[src/rtl/txcq_pkg.sv]
package txcq_pkg;
  localparam logic [2:0] ADDR_CTRL   = 3'd0;
  localparam logic [2:0] ADDR_STATUS = 3'd1;
  localparam logic [2:0] ADDR_SUBMIT = 3'd2;
  localparam logic [2:0] ADDR_CQHEAD = 3'd3;
  localparam logic [2:0] ADDR_CQSTAT = 3'd4;

  localparam int CTRL_AUTOREL  = 0;
  localparam int CTRL_TXEN     = 1;
  localparam int CTRL_EMPTYEN  = 2;
  localparam int CTRL_RESUME   = 3;
  localparam int CTRL_HALTED   = 4;
  localparam int STAT_TXFLAG   = 0;
  localparam int STAT_EMPTYFLG = 1;
  localparam int STAT_OVF      = 5;
  localparam int HEAD_EMPTYBIT = 7;
endpackage

[src/rtl/txcq_fifo.sv]
module txcq_fifo #(
  parameter int W     = 8,
  parameter int DEPTH = 8,
  localparam int AW   = (DEPTH > 1) ? $clog2(DEPTH) : 1
) (
  input  logic         clk,
  input  logic         rst,
  input  logic         push,
  input  logic [W-1:0] din,
  input  logic         pop,
  output logic [W-1:0] dout,
  output logic         empty,
  output logic         full,
  output logic [AW:0]  count
);
  logic [W-1:0]  mem [DEPTH];
  logic [AW-1:0] wr_ptr, rd_ptr;
  logic          push_ok, pop_ok;

  assign empty   = (count == '0);
  assign full    = (count == (AW+1)'(DEPTH));
  assign push_ok = push && !full;
  assign pop_ok  = pop && !empty;
  assign dout    = mem[rd_ptr];

  function automatic logic [AW-1:0] nxt(input logic [AW-1:0] p);
    return (p == AW'(DEPTH-1)) ? '0 : p + 1'b1;
  endfunction

  always_ff @(posedge clk) begin
    if (push_ok) mem[wr_ptr] <= din;
  end

  always_ff @(posedge clk) begin
    if (rst) begin
      wr_ptr <= '0;
      rd_ptr <= '0;
      count  <= '0;
    end else begin
      if (push_ok) wr_ptr <= nxt(wr_ptr);
      if (pop_ok)  rd_ptr <= nxt(rd_ptr);
      case ({push_ok, pop_ok})
        2'b10:   count <= count + 1'b1;
        2'b01:   count <= count - 1'b1;
        default: count <= count;
      endcase
    end
  end
endmodule

[src/rtl/txcq_flags.sv]
module txcq_flags (
  input  logic clk,
  input  logic rst,
  input  logic set_tx,
  input  logic set_empty,
  input  logic clr_tx,
  input  logic clr_empty,
  input  logic en_tx,
  input  logic en_empty,
  output logic tx_int,
  output logic empty_int,
  output logic irq
);
  always_ff @(posedge clk) begin
    if (rst) begin
      tx_int    <= 1'b0;
      empty_int <= 1'b0;
      irq       <= 1'b0;
    end else begin
      if (set_tx)         tx_int <= 1'b1;
      else if (clr_tx)    tx_int <= 1'b0;
      if (set_empty)      empty_int <= 1'b1;
      else if (clr_empty) empty_int <= 1'b0;
      irq <= (tx_int && en_tx) || (empty_int && en_empty);
    end
  end
endmodule

[src/rtl/txcq_ctrl.sv]
module txcq_ctrl
  import txcq_pkg::*;
#(
  parameter int PNUM_W = 6,
  parameter int STAT_W = 16,
  parameter int DEPTH  = 8
) (
  input  logic              clk,
  input  logic              rst,
  input  logic              reg_wr,
  input  logic              reg_rd,
  input  logic [2:0]        reg_addr,
  input  logic [STAT_W-1:0] reg_wdata,
  output logic [STAT_W-1:0] reg_rdata,
  output logic              tx_head_valid,
  output logic [PNUM_W-1:0] tx_head_pnum,
  input  logic              tx_pop,
  input  logic              done_valid,
  input  logic              done_ok,
  input  logic [PNUM_W-1:0] done_pnum,
  input  logic [STAT_W-1:0] done_status,
  output logic              rel_valid,
  output logic [PNUM_W-1:0] rel_pnum,
  output logic              irq
);
  localparam int AW    = (DEPTH > 1) ? $clog2(DEPTH) : 1;
  localparam int CQ_W  = PNUM_W + STAT_W;
  localparam int FLT_W = AW + 2;

  logic wr_ctrl, wr_status, wr_submit, wr_cqpop;
  logic autorel, tx_en, empty_en, halted_q, ovf;
  logic txq_empty, txq_full, cq_empty, cq_full;
  logic [AW:0] txq_count, cq_count;
  logic [CQ_W-1:0] cq_dout;
  logic [PNUM_W-1:0] cq_pnum;
  logic [STAT_W-1:0] cq_stat;
  logic sub_push, eng_pop, ok_release, cq_push, fatal, last_done, cq_pop_ok;
  logic tx_int, empty_int;
  logic [FLT_W-1:0] inflight;
  logic [STAT_W-1:0] head_word, rd_mux;

  assign wr_ctrl   = reg_wr && (reg_addr == ADDR_CTRL);
  assign wr_status = reg_wr && (reg_addr == ADDR_STATUS);
  assign wr_submit = reg_wr && (reg_addr == ADDR_SUBMIT);
  assign wr_cqpop  = reg_wr && (reg_addr == ADDR_CQSTAT);

  assign sub_push      = wr_submit;
  assign tx_head_valid = !txq_empty && !halted_q;
  assign eng_pop       = tx_pop && tx_head_valid;

  txcq_fifo #(.W(PNUM_W), .DEPTH(DEPTH)) u_txq (
    .clk(clk), .rst(rst), .push(sub_push), .din(reg_wdata[PNUM_W-1:0]),
    .pop(eng_pop), .dout(tx_head_pnum), .empty(txq_empty), .full(txq_full),
    .count(txq_count)
  );

  assign ok_release = done_valid && done_ok && autorel;
  assign cq_push    = done_valid && !ok_release;
  assign fatal      = done_valid && !done_ok;
  assign last_done  = done_valid && done_ok && txq_empty && (inflight == FLT_W'(1));
  assign cq_pop_ok  = wr_cqpop && !cq_empty;

  txcq_fifo #(.W(CQ_W), .DEPTH(DEPTH)) u_cq (
    .clk(clk), .rst(rst), .push(cq_push), .din({done_pnum, done_status}),
    .pop(wr_cqpop), .dout(cq_dout), .empty(cq_empty), .full(cq_full),
    .count(cq_count)
  );
  assign {cq_pnum, cq_stat} = cq_dout;

  txcq_flags u_flags (
    .clk(clk), .rst(rst),
    .set_tx(cq_push),
    .set_empty(last_done),
    .clr_tx((wr_status && reg_wdata[STAT_TXFLAG]) ||
            (cq_pop_ok && (cq_count == (AW+1)'(1)))),
    .clr_empty(wr_status && reg_wdata[STAT_EMPTYFLG]),
    .en_tx(tx_en), .en_empty(empty_en),
    .tx_int(tx_int), .empty_int(empty_int), .irq(irq)
  );

  always_ff @(posedge clk) begin
    if (rst) begin
      autorel  <= 1'b0;
      tx_en    <= 1'b0;
      empty_en <= 1'b0;
      halted_q <= 1'b0;
      ovf      <= 1'b0;
      inflight <= '0;
      rel_valid <= 1'b0;
      rel_pnum  <= '0;
    end else begin
      if (wr_ctrl) begin
        autorel  <= reg_wdata[CTRL_AUTOREL];
        tx_en    <= reg_wdata[CTRL_TXEN];
        empty_en <= reg_wdata[CTRL_EMPTYEN];
      end
      if (fatal)                                   halted_q <= 1'b1;
      else if (wr_ctrl && reg_wdata[CTRL_RESUME])  halted_q <= 1'b0;
      if (sub_push && txq_full)                    ovf <= 1'b1;
      else if (wr_status && reg_wdata[STAT_OVF])   ovf <= 1'b0;
      case ({eng_pop, done_valid && (inflight != '0)})
        2'b10:   inflight <= inflight + 1'b1;
        2'b01:   inflight <= inflight - 1'b1;
        default: inflight <= inflight;
      endcase
      rel_valid <= ok_release;
      if (ok_release) rel_pnum <= done_pnum;
    end
  end

  always_comb begin
    head_word = '0;
    if (cq_empty) head_word[HEAD_EMPTYBIT] = 1'b1;
    else          head_word[PNUM_W-1:0]    = cq_pnum;
  end

  always_comb begin
    rd_mux = '0;
    case (reg_addr)
      ADDR_CTRL: begin
        rd_mux[CTRL_AUTOREL] = autorel;
        rd_mux[CTRL_TXEN]    = tx_en;
        rd_mux[CTRL_EMPTYEN] = empty_en;
        rd_mux[CTRL_HALTED]  = halted_q;
      end
      ADDR_STATUS: begin
        rd_mux[STAT_TXFLAG]   = tx_int;
        rd_mux[STAT_EMPTYFLG] = empty_int;
        rd_mux[STAT_OVF]      = ovf;
      end
      ADDR_CQHEAD: rd_mux = head_word;
      ADDR_CQSTAT: rd_mux = cq_empty ? '0 : cq_stat;
      default:     rd_mux = '0;
    endcase
  end

  always_ff @(posedge clk) begin
    if (rst)         reg_rdata <= '0;
    else if (reg_rd) reg_rdata <= rd_mux;
  end
endmodule

[config.mk]
export PLATFORM = sky130hd
export DESIGN_NAME = txcq_ctrl
export DESIGN_NICKNAME = d
export VERILOG_FILES = /design/src/rtl/txcq_pkg.sv /design/src/rtl/txcq_fifo.sv /design/src/rtl/txcq_flags.sv /design/src/rtl/txcq_ctrl.sv
export SDC_FILE = /design/constraint.sdc
export NUM_CORES = 1
export LEC_CHECK = 0
export BUFFER_PORTS_ARGS = -buffer_cell sky130_fd_sc_hd__buf_2
export CAP_MARGIN = 25
export CORE_MARGIN = 3
export CORE_UTILIZATION = 30
export CTS_CLUSTER_DIAMETER = 50
export DETAILED_ROUTE_END_ITERATION = 12
export GPL_TIMING_DRIVEN = 0
export HOLD_SLACK_MARGIN = 0.03
export PLACE_DENSITY = 0.53
export SYNTH_ARGS = -nofsm -noshare
export SYNTH_HDL_FRONTEND = slang
export SYNTH_SLANG_ARGS = --single-unit
[constraint.sdc]
create_clock -name clk -period 3.4 [get_ports clk]
set_input_delay 0.17 -clock clk [delete_from_list [all_inputs] [get_ports clk]]
set_output_delay 0.17 -clock clk [all_outputs]
set_load 0.005 [all_outputs]
Word level (Yosys, flattened, before mapping):

Memories as Yosys holds them, arrays and structs flattened. A register that Yosys moved wholly into a read port is not among the register bits.
Cells that the tools add are included.

* equality and inequality tests: 18
* muxes and demuxes: 32
* reductions and logical operators: 45
* add/sub/neg operators: 10

Operator list (number)
* $logic_and 1x1->1: 25
* $mux 3: 8
* $pmux 10 s2: 1
* $mux 16: 1
* $pmux 4 s2: 2
* $eq 3x3->1 const B: 5
* $reduce_bool 2->1: 7
* $mux 1: 13
* $add 3x1->3 const B: 4
* $pmux 5 s2: 1
* $pmux 1 s3: 3
* $add 4x1->4 const B: 2
* $eq 4x4->1 const B: 2
* $logic_not 4->1: 2
* $pmux 2 s4: 1
* $sub 4x1->4 const B: 2
* $logic_not 1->1: 7
* $eq 2x1->1 const B: 3
* $eq 2x2->1 const B: 3
* $eq 3x2->1 const B: 2
* $mux 6: 1
* $add 5x1->5 const B: 1
* $eq 5x1->1 const B: 1
* $reduce_bool 5->1: 1
* other kinds (6): 7

* memories: 2
* word-level logic and storage cells: 125
* bits in registers: 56
* bits in writable memories: 224
* output and inout port bits: 31

Memory list
* u_cq.mem: words 8, width 22, read ports 1, clocked after Yosys merged registers in 1, write ports 1, line txcq_fifo.sv:16 `logic [W-1:0] mem [DEPTH];`
* u_txq.mem: words 8, width 6, read ports 1, clocked after Yosys merged registers in 1, write ports 1, line txcq_fifo.sv:16

Longest topological paths before layout:

Gate-level depths: netlist of the first run.

* depth in word-level cells: 7
* gate-level depth with buffers: 12
* mapped depth without buffers: 11

Hierarchy:

Synthesis of the first run repeated with hierarchy kept, for this count alone.

* cells, all modules: 666
* area, all modules: 11557.3 µm²

By module, submodules not included
* txcq_fifo (u_cq): cells an instance 332, area an instance 7298.2 µm², sequential area each 5545.3 µm², instances 1
* txcq_fifo (u_txq): cells an instance 147, area an instance 2486.1 µm², sequential area each 1701.6 µm², instances 1
* txcq_ctrl: cells an instance 176, area an instance 1671.6 µm², sequential area each 660.6 µm², instances 1
* txcq_flags: cells an instance 11, area an instance 101.3 µm², sequential area each 60.1 µm², instances 1

Worst setup path before layout of the first run:

Ideal clock, no wire load.

* path kind: reg-to-reg
* from: reg u_cq.count[0]
* to: mem u_cq.mem[0][0] in the netlist's numbering, enable pin
* cell stages (with the launch flop): 6
* period minus slack after synthesis: 3.573 ns
* slack: -0.173 ns
* library setup time: 0.457 ns
* buffers on the path: 0
* arrival: 3.116 ns
* cell sequence: dfxtp_1 > inv_1 > ha_1 > nand3b_1 > nand2_1 > nor4_1

* word-level cells in the longest chain between the ends: 5

RTL lines
* start: declaration: line txcq_fifo.sv:14 `output logic [AW:0] count`
* start signal: assignment: line txcq_fifo.sv:43 `2'b10: count <= count + 1'b1;`
* start signal: assignment: line txcq_fifo.sv:44 `2'b01: count <= count - 1'b1;`
* start signal: assignment: line txcq_fifo.sv:45 `default: count <= count;`
* $eq 4x4->1: line txcq_fifo.sv:21 `assign full = (count == (AW+1)'(DEPTH));`
* $logic_not 1->1: line txcq_fifo.sv:22 `assign push_ok = push && !full;`
* $logic_and 1x1->1: line txcq_fifo.sv:22
* $mux 1: line txcq_fifo.sv:31 `if (push_ok) mem[wr_ptr] <= din;`
* $mux 1 (implied by the code): line txcq_fifo.sv:31
* end: declaration: line txcq_fifo.sv:16

No other way between the ends.

Worst setup path in the final report of the first run:

* from: reg u_txq.count[1]
* to: reg u_txq.count[2]

* word-level cells in the longest chain between the ends: 7

RTL lines
* start: declaration: line txcq_fifo.sv:14
* start signal: assignment: line txcq_fifo.sv:43
* start signal: assignment: line txcq_fifo.sv:44
* start signal: assignment: line txcq_fifo.sv:45
* $logic_not 4->1: line txcq_fifo.sv:20 `assign empty = (count == '0);`
* $logic_not 1->1: line txcq_fifo.sv:23, txcq_ctrl.sv:48
* $logic_and 1x1->1: line txcq_ctrl.sv:48 `assign tx_head_valid = !txq_empty && !halted_q;`
* $logic_and 1x1->1: line txcq_ctrl.sv:49 `assign eng_pop = tx_pop && tx_head_valid;`
* $logic_and 1x1->1: line txcq_fifo.sv:23 `assign pop_ok = pop && !empty;`
* $eq 2x1->1 or $eq 2x2->1 (tied branches): line txcq_fifo.sv:42 `case ({push_ok, pop_ok})`
* $pmux 4 s2 or $reduce_bool 2->1 (tied branches)

Parallel ways exist; a longest one is shown, timed or not.
A chain may end at the register's enable or synchronous reset.

==> results of run 1 <==
[synthesized netlist by cell type, drive strengths merged, types with 4 or more instances]
master   count  area (um2)
edfxtp     224        6730
dfxtp       62        1240
nor2        58         234
mux4        56        1260
mux2i       34         340
nand2       25        96.4
a21oi       23         115
ha          20         250
buf         14        72.6
clkbuf      12        45.0
nor3        12        60.1
a2bb2oi      9        78.8
inv          9        33.8
nand3        9        45.0
o21ai        8        40.0
mux2         7        78.8
xor2         7        61.3
nand2b       6        37.5
nand4        6        37.5
or3          5        31.3
and3         4        25.0
nand3b       4        30.0
xnor2        4        35.0
[flip-flops by register name (all words and copies together), names as in the netlist, 3 cells and up, named ones only]
name / count
reg_rdata: 16
u_cq.rd_ptr: 3
rel_pnum: 6
u_txq.mem: 48
u_cq.mem: 176
u_cq.wr_ptr: 3
u_txq.wr_ptr: 3
inflight: 5
u_cq.count: 4
u_txq.rd_ptr: 3
u_txq.count: 4
[area by class of cell]
type / instances / area share
Sequential cell: 286 / 0.574
Multi-Input combinational cell: 336 / 0.233
Clock buffer: 45 / 0.0633
Timing Repair Buffer: 112 / 0.0586
Tap cell: 504 / 0.0455
Clock inverter: 13 / 0.0137
Buffer: 26 / 0.00848
Inverter: 9 / 0.00244
Antenna cell: 1 / 0.000180
[stage by stage]
| stage | setup TNS, ps | utilization | area, um2 | setup slack, ps | power, mW |
|---|---|---|---|---|---|
| 2_1_floorplan | 0 | - | 11300 | 396 | 4.24 |
| 3_3_place_gp | -178690 | 0.333 | 12300 | -1730 | 4.41 |
| 3_5_place_dp | 0 | 0.338 | 12500 | 374 | 4.43 |
| 4_1_cts | 0 | 0.376 | 13900 | 339 | 7.94 |
| 5_1_grt | 0 | 0.376 | 13900 | 102 | 8.16 |
| 6_report | 0 | 0.376 | 13900 | 397 | 7.84 |
[where the power goes]
| part | internal [mW] | leakage [nW] | total (mW) | switching [mW] |
|---|---|---|---|---|
| Combinational | 0.218 | 1.79 | 0.492 | 0.274 |
| Clock | 2.10 | 0.516 | 3.46 | 1.36 |
| Sequential | 3.84 | 2.53 | 3.89 | 0.0452 |
[logic make-up after synthesis]
kind of cell | synth area share
adder cells (fa/ha/maj) | 0.0222
AND/OR/NAND/NOR | 0.0659
flip-flops | 0.705
XOR/XNOR | 0.00853
AO/OA/AOI/OAI | 0.0360
multiplexers | 0.149
buffers and inverters | 0.0134
[metal layers]
layer / routed length, um / GRT usage
met1: 11200 / 0.167
met2: 12300 / 0.218
met3: 1130 / 0.0270
met4: 497 / 0.0279
met5: 0 / 0
[worst reg2reg max path, cell delays in order (launching register included)]
cell and delay (ps):
dfxtp_1 300, clkbuf_1 180, nor4_1 520, nor2_1 170
nand2_1 270, inv_1 170, ha_1 280, xor2_1 160
ha_1 190, a21oi_1 150, xor2_1 90, or3_1 310
a21oi_1 140
[path summary, 6_finish.rpt]
| path | start | endpoint | cells past startpoint |
|---|---|---|---|
| setup / recovery | u_txq.count[1]$_SDFFE_PP0P_ | u_txq.count[2]$_SDFFE_PP0P_ | 12 |
| hold / removal | reg_addr[2] | reg_rdata[0]$_SDFFE_PP0P_ | 4 |
| setup reg to reg | u_txq.count[1]$_SDFFE_PP0P_ | u_txq.count[2]$_SDFFE_PP0P_ | 12 |
| hold reg to reg | u_txq.rd_ptr[1]$_SDFFE_PP0N_ | u_txq.rd_ptr[1]$_SDFFE_PP0N_ | 2 |
==> tab_implementation.tex, run 1 <==
\begin{tabular}{lr}
\hline
Metric & Value \\
\hline
\multicolumn{2}{l}{\textbf{Status}} \\
\quad Status & finished, final reports clean \\
\multicolumn{2}{l}{\textbf{STA}} \\
\quad Hold Fails Final Rpt & 0 \\
\quad Least-Margin Pin Slew & 959 ps \\
\quad RSZ-0062 raised after global routing & no \\
\quad Slew Limit Fails & 0 \\
\quad Post-route worst hold slack & 75.4 ps \\
\quad Period utilization & 0.883 \\
\quad Post-route minimum period & between 3000 and 4000 ps \\
\quad Peak clock frequency supported by timing & 333 MHz \\
\quad Max-Slew Margin vs Limit & 0.357 \\
\quad Final setup skew & 19.5 ps \\
\quad Endpoints failing setup & 0 \\
\multicolumn{2}{l}{\textbf{Finish}} \\
\quad Post-route non-filler standard cell count & 1332 \\
\quad Net total in the final layout & 870 \\
\quad Sequential cell area & 7970 um2 \\
\quad Most common cell after layout, fill and taps aside & edfxtp\_1 \\
\quad Area of the multi-input gates & 3240 um2 \\
\quad Filler instances & between 3000 and 4000 \\
\quad Fraction of layout instances using a drive strength above 1 & 0.262 \\
\quad Area growth from synthesis to layout & 22.8\% \\
\quad Highest-count cells in the layout ignoring fill and taps & edfxtp\_1 (224), buf\_2 (77), dfxtp\_1 (62), mux4\_2 (56), nor2\_1 (54) \\
\multicolumn{2}{l}{\textbf{Logic synthesis}} \\
\quad Mapped Cells & $\sim$660 \\
\quad Synthesis-stage register bit count & approximately 290 \\
\quad Post-synthesis net count & 725 \\
\quad Yosys synthesis warning count & 0 \\
\quad Sequential element share of the synthesized area & 0.705 \\
\quad Ys flop type & edfxtp\_1 \\
\quad Proportion of register bits with asynchronous set or reset after synthesis & 0 \\
\quad Number of flops mapped to enable cells by yosys & 224 \\
\quad Post-Syn Area per Cell & 17.2 um2 \\
\quad Number of distinct library cells after synthesis & 52 \\
\quad Cell area after synthesis & 11300 um2 \\
\multicolumn{2}{l}{\textbf{Die}} \\
\quad Width of the chip & roughly 200 um \\
\quad Die Span Y & 200 um \\
\quad Number of ports placed on the die boundary & 79 \\
\quad Die area & 40000 um2 \\
\quad Number of placement rows & 70 \\
\quad Initial Utilization & 0.306 \\
\quad Total core area & 36900 um2 \\
\multicolumn{2}{l}{\textbf{Route}} \\
\quad Wire length per cell after detailed routing & roughly 19 um \\
\quad DRC violation count after routing & 0 \\
\quad Routed wire length & $\sim$25000 um \\
\quad Detail Route Antenna Nets & 0 \\
\quad Via count normalized by instance count & $\sim$4.6 \\
\quad Number of iterations in the first detailed-routing pass & 4 \\
\quad Number of vias after detailed routing & between 6000 and 7000 \\
\quad Number of DRC violations after detailed-routing iteration 0 & 299 \\
\multicolumn{2}{l}{\textbf{Global route}} \\
\quad Antenna violations before repair & 1 \\
\quad Global-route wire length before repair & 38400 um \\
\quad Overflow left after global routing & 0 \\
\quad Via count of the first global-routing pass & around 6300 \\
\quad Maximum number of pins on one net before global-route repair & 23 \\
\quad Global-route usage over all layers & 0.127 \\
\multicolumn{2}{l}{\textbf{Setup path}} \\
\quad Crit path required time & 3890 ps \\
\quad Critical Path Slowest Stage Cell & nor4\_1 \\
\quad Top cell family by delay on the critical path & simple AND/OR/NAND/NOR gates \\
\quad Slowest cell delay on critical path & 520 ps \\
\quad Maximum fanout along the worst path & 8 \\
\quad Worst Path Arrival & about 3500 ps \\
\quad Setup crit start kind & flip-flop \\
\quad Crit path buffers/inverters & 2 \\
\quad Critical path capture point type & flip-flop \\
\quad Worst setup path category & reg2reg \\
\quad Worst reg2reg setup slack & 400 ps \\
\quad Cell-by-cell trace of the critical path & clkbuf\_1, nor4\_1, nor2\_1, nand2\_1, inv\_1, ha\_1, xor2\_1, ha\_1, a21oi\_1, xor2\_1, or3\_1, a21oi\_1 \\
\multicolumn{2}{l}{\textbf{CTS}} \\
\quad Clk slew on worst S/H paths & around 60 ps \\
\quad Root buf cell & clkbuf\_16 \\
\quad Number of cells upsized or downsized after cts & 0 \\
\quad H-tree level count & 1 \\
\quad Number of buffers added to fix hold violations after cts & 33 \\
\quad Number of buffers inserted to repair setup after CTS & 0 \\
\quad Sink Count & 286 \\
\quad Worst skew pair latency & roughly 570 ps \\
\quad TritonCTS clock tree & done \\
\quad Maximum number of buffers from clock root to sink & 3 \\
\quad CTS buffer count & 31 \\
\multicolumn{2}{l}{\textbf{Power and ir drop}} \\
\quad PD cells & 565 nW/um2 \\
\quad Leakage component of the power & 4.83 nW \\
\quad Maximum resistive drop on vdd & 0.484 mV \\
\multicolumn{2}{l}{\textbf{Placement}} \\
\quad Number of input and output port buffers inserted & 67 \\
\quad Cell count after placement & 1240 \\
\quad Sum of net half-perimeters after detailed placement & approximately 17000 um \\
\quad Final Wtd Congestion & 0.732 \\
\multicolumn{2}{l}{\textbf{Flow run}} \\
\quad Max Cap Violations & 0 \\
\multicolumn{2}{l}{\textbf{Worst hold path}} \\
\quad Path category of the worst min-delay check & in2reg \\
\hline
\end{tabular}
Note: power is estimated with default switching activity, not from simulation.
==> run 2: changes to the inputs <==
--- a/config.mk
+++ b/config.mk
@@ -7,13 +7,12 @@
 export LEC_CHECK = 0
 export BUFFER_PORTS_ARGS = -buffer_cell sky130_fd_sc_hd__buf_2
 export CAP_MARGIN = 25
-export CORE_MARGIN = 3
+export CORE_MARGIN = 2
 export CORE_UTILIZATION = 30
 export CTS_CLUSTER_DIAMETER = 50
 export DETAILED_ROUTE_END_ITERATION = 12
 export GPL_TIMING_DRIVEN = 0
 export HOLD_SLACK_MARGIN = 0.03
-export PLACE_DENSITY = 0.53
 export SYNTH_ARGS = -nofsm -noshare
 export SYNTH_HDL_FRONTEND = slang
 export SYNTH_SLANG_ARGS = --single-unit
==> run 2 against run 1 <==
Total power is 6.6% lower. Worst setup slack better by 100 ps. Design area decreased by 1.2%. Flip-flop and latch count is the same. Highest routed layer is now met5.
==> tab_implementation.tex, run 2 (same netlist as run 1, synthesis figures left out) <==
\begin{tabular}{lr}
\hline
Metric & Value \\
\hline
\multicolumn{2}{l}{\textbf{Finish}} \\
\quad Fraction of layout instances using a drive strength above 1 & 0.258 \\
\quad Area growth from synthesis to layout & 21.3\% \\
\quad Highest-count cells in the layout ignoring fill and taps & edfxtp\_1 (224), buf\_2 (77), dfxtp\_1 (62), mux4\_2 (56), nor2\_1 (54) \\
\quad Largest Register & u\_cq.mem \\
\quad Registers with the most flip-flops & u\_cq.mem: 176 flops, u\_txq.mem: 48 flops, reg\_rdata: 16 flops \\
\quad Number of flip-flops in the largest register & 176 \\
\quad Net total in the final layout & a little under 900 \\
\quad Most common cell after layout, fill and taps aside & edfxtp\_1 \\
\quad Layout Utilization & 0.366 \\
\multicolumn{2}{l}{\textbf{Setup path}} \\
\quad Crit path buffers/inverters & 2 \\
\quad Crit path required time & 3860 ps \\
\quad Worst setup path category & reg2reg \\
\quad Worst Path Arrival & 3360 ps \\
\quad Worst reg2reg setup slack & approximately 500 ps \\
\quad Slowest cell delay on critical path & $\sim$550 ps \\
\quad Cell depth of the worst setup path & 12 \\
\quad Maximum fanout along the worst path & 8 \\
\quad FF-to-FF Start & u\_txq.count[1]\$\_SDFFE\_PP0P\_ \\
\quad Critical path capture point type & flip-flop \\
\quad Critical Path Slowest Stage Cell & nor4\_1 \\
\quad Cell-by-cell trace of the critical path & clkbuf\_1, nor4\_1, nor2\_1, nand2\_1, inv\_1, ha\_1, xor2\_1, ha\_1, a21oi\_1, xor2\_1, or3\_1, a21oi\_1 \\
\quad Critical path endpoint & u\_txq.count[2]\$\_SDFFE\_PP0P\_ \\
\quad Setup crit start kind & flip-flop \\
\quad Top cell family by delay on the critical path & simple AND/OR/NAND/NOR gates \\
\quad Number of cells on the worst reg-to-reg path & 12 \\
\quad Worst r2r dst & u\_txq.count[2]\$\_SDFFE\_PP0P\_ \\
\quad Critical path startpoint & u\_txq.count[1]\$\_SDFFE\_PP0P\_ \\
\multicolumn{2}{l}{\textbf{CTS}} \\
\quad Number of buffers added to fix hold violations after cts & 31 \\
\quad Maximum number of buffers from clock root to sink & 3 \\
\quad Number of cells upsized or downsized after cts & 0 \\
\quad Root buf cell & clkbuf\_16 \\
\quad TritonCTS clock tree & done \\
\quad Worst skew pair latency & 540 ps \\
\quad Clk slew on worst S/H paths & about 60 ps \\
\quad H-tree level count & 1 \\
\quad CTS buffer count & 29 \\
\quad Number of buffers inserted to repair setup after CTS & 0 \\
\quad Sink Count & 286 \\
\multicolumn{2}{l}{\textbf{STA}} \\
\quad Post-route minimum period & roughly 2900 ps \\
\quad Endpoints failing setup & 0 \\
\quad RSZ-0062 raised after global routing & no \\
\quad Max-Slew Margin vs Limit & 0.381 \\
\quad Slew Limit Fails & 0 \\
\quad Hold Fails Final Rpt & 0 \\
\quad Post-route worst hold slack & 50.6 ps \\
\quad Least-Margin Pin Slew & between 900 and 1000 ps \\
\quad Peak clock frequency supported by timing & about 340 MHz \\
\quad Final setup skew & 20.2 ps \\
\quad Period utilization & 0.854 \\
\multicolumn{2}{l}{\textbf{Die}} \\
\quad Width of the chip & 198 um \\
\quad Die Span Y & 198 um \\
\quad Initial Utilization & 0.302 \\
\quad Die area & 39200 um2 \\
\quad Number of ports placed on the die boundary & roughly 80 \\
\quad Total core area & 37400 um2 \\
\quad Number of placement rows & around 70 \\
\multicolumn{2}{l}{\textbf{Global route}} \\
\quad Routing usage on met1 & 0.175 \\
\quad Global-route wire length before repair & about 38000 um \\
\quad Overflow left after global routing & 0 \\
\quad Antenna violations before repair & 1 \\
\quad Global-route layer with the greatest usage & met2 \\
\quad Met3 track utilization from global routing & 0.0245 \\
\quad Met2 Use GR & 0.211 \\
\quad Maximum number of pins on one net before global-route repair & 23 \\
\quad Via count of the first global-routing pass & 6366 \\
\quad Global-route usage over all layers & 0.128 \\
\multicolumn{2}{l}{\textbf{Placement}} \\
\quad Number of input and output port buffers inserted & 67 \\
\quad Sum of net half-perimeters after detailed placement & 16900 um \\
\quad Final Wtd Congestion & 0.733 \\
\multicolumn{2}{l}{\textbf{Route}} \\
\quad Detail Route Antenna Nets & 0 \\
\quad Routed wire length & 25000 um \\
\quad Wire length per cell after detailed routing & $\sim$19 um \\
\quad Via count normalized by instance count & 4.67 \\
\quad Number of iterations in the first detailed-routing pass & 4 \\
\quad Number of DRC violations after detailed-routing iteration 0 & 365 \\
\quad Number of vias after detailed routing & roughly 6200 \\
\quad DRC violation count after routing & 0 \\
\multicolumn{2}{l}{\textbf{Power and ir drop}} \\
\quad Leakage component of the power & 4.76 nW \\
\quad Internal & 5.71 mW \\
\quad Reg power frac & 0.531 \\
\quad PD cells & 535 nW/um2 \\
\quad Switching share of power & 0.221 \\
\quad Maximum resistive drop on vdd & around 0.37 mV \\
\quad Clock network fraction of design power & 0.403 \\
\quad Final Total Pwr & 7.33 mW \\
\quad Combinational share of power & 0.067 \\
\quad Power spent charging and discharging nets & 1.62 mW \\
\multicolumn{2}{l}{\textbf{Worst hold path}} \\
\quad Worst min-delay path startpoint & rst \\
\quad Path category of the worst min-delay check & in2reg \\
\multicolumn{2}{l}{\textbf{Status}} \\
\quad Status & finished, final reports clean \\
\multicolumn{2}{l}{\textbf{Flow run}} \\
\quad Max Cap Violations & 0 \\
\hline
\end{tabular}
## run 2: cell count changes in the layout (fill, tap and decap cells not counted), sizes merged
cell | before | now
clkbuf | 57 | 47
buf | 93 | 95
clkinv | 6 | 17
inv | 11 | 10
bufinv | 4 | 1
dlygate4sd3 | 33 | 31
clkinvlp | 1 | 0
## run 2: worst min path at each step
stage,end,slack (ps),cells after the start
floorplan,u_cq.mem[0][0]$_DFFE_PP_,270,0
global placement,u_cq.mem[7][11]$_DFFE_PP_,440,1
detailed placement,u_cq.mem[1][9]$_DFFE_PP_,450,1
CTS,reg_rdata[3]$_SDFFE_PP0P_,30,3
global route,u_txq.rd_ptr[2]$_SDFFE_PP0N_,60,4
finish,reg_rdata[3]$_SDFFE_PP0P_,50,3
## run 2: metrics by stage
stage	area [um2]	setup WS, ps	setup TNS (ps)	std cells
after global placement	12300	-1640	-165450	1235
after global routing	13700	275	0	1334
final	13700	497	0	1335
after CTS	13700	456	0	1334
after floorplan	11300	396	0	657
after detailed placement	12500	488	0	1249
## run 2: worst min-delay path, cell delays in order
cell and delay (ps):
buf_2 100, nor3_1 70, a32o_1 190
## run 2: power by group through the flow
stage	combinational, mW	sequential (mW)	clock (mW)
3_5_place_dp	0.465	3.96	0
6_report	0.488	3.89	2.95
2_1_floorplan	0.290	3.95	0
4_1_cts	0.497	3.89	3.01
5_1_grt	0.542	3.89	3.17
3_3_place_gp	0.438	3.96	0
## run 2: metal layers
metal,vias to the layer above,part of all wire
li1,2876,-
met1,3170,0.45
met2,153,0.47
met3,39,0.054
met4,2,0.022
met5,-,0.00052
## run 2: layout make-up
cell class / count / area, um2
inverter: 9 / 33.8
clock inverter: 19 / 131
buffer: 26 / 118
fill: 3512 / 23700
sequential: 286 / 7970
multi-input combinational: 336 / 3240
antenna: 1 / 2.50
timing repair buffer: 112 / 823
tap: 511 / 639
clock buffer: 35 / 748
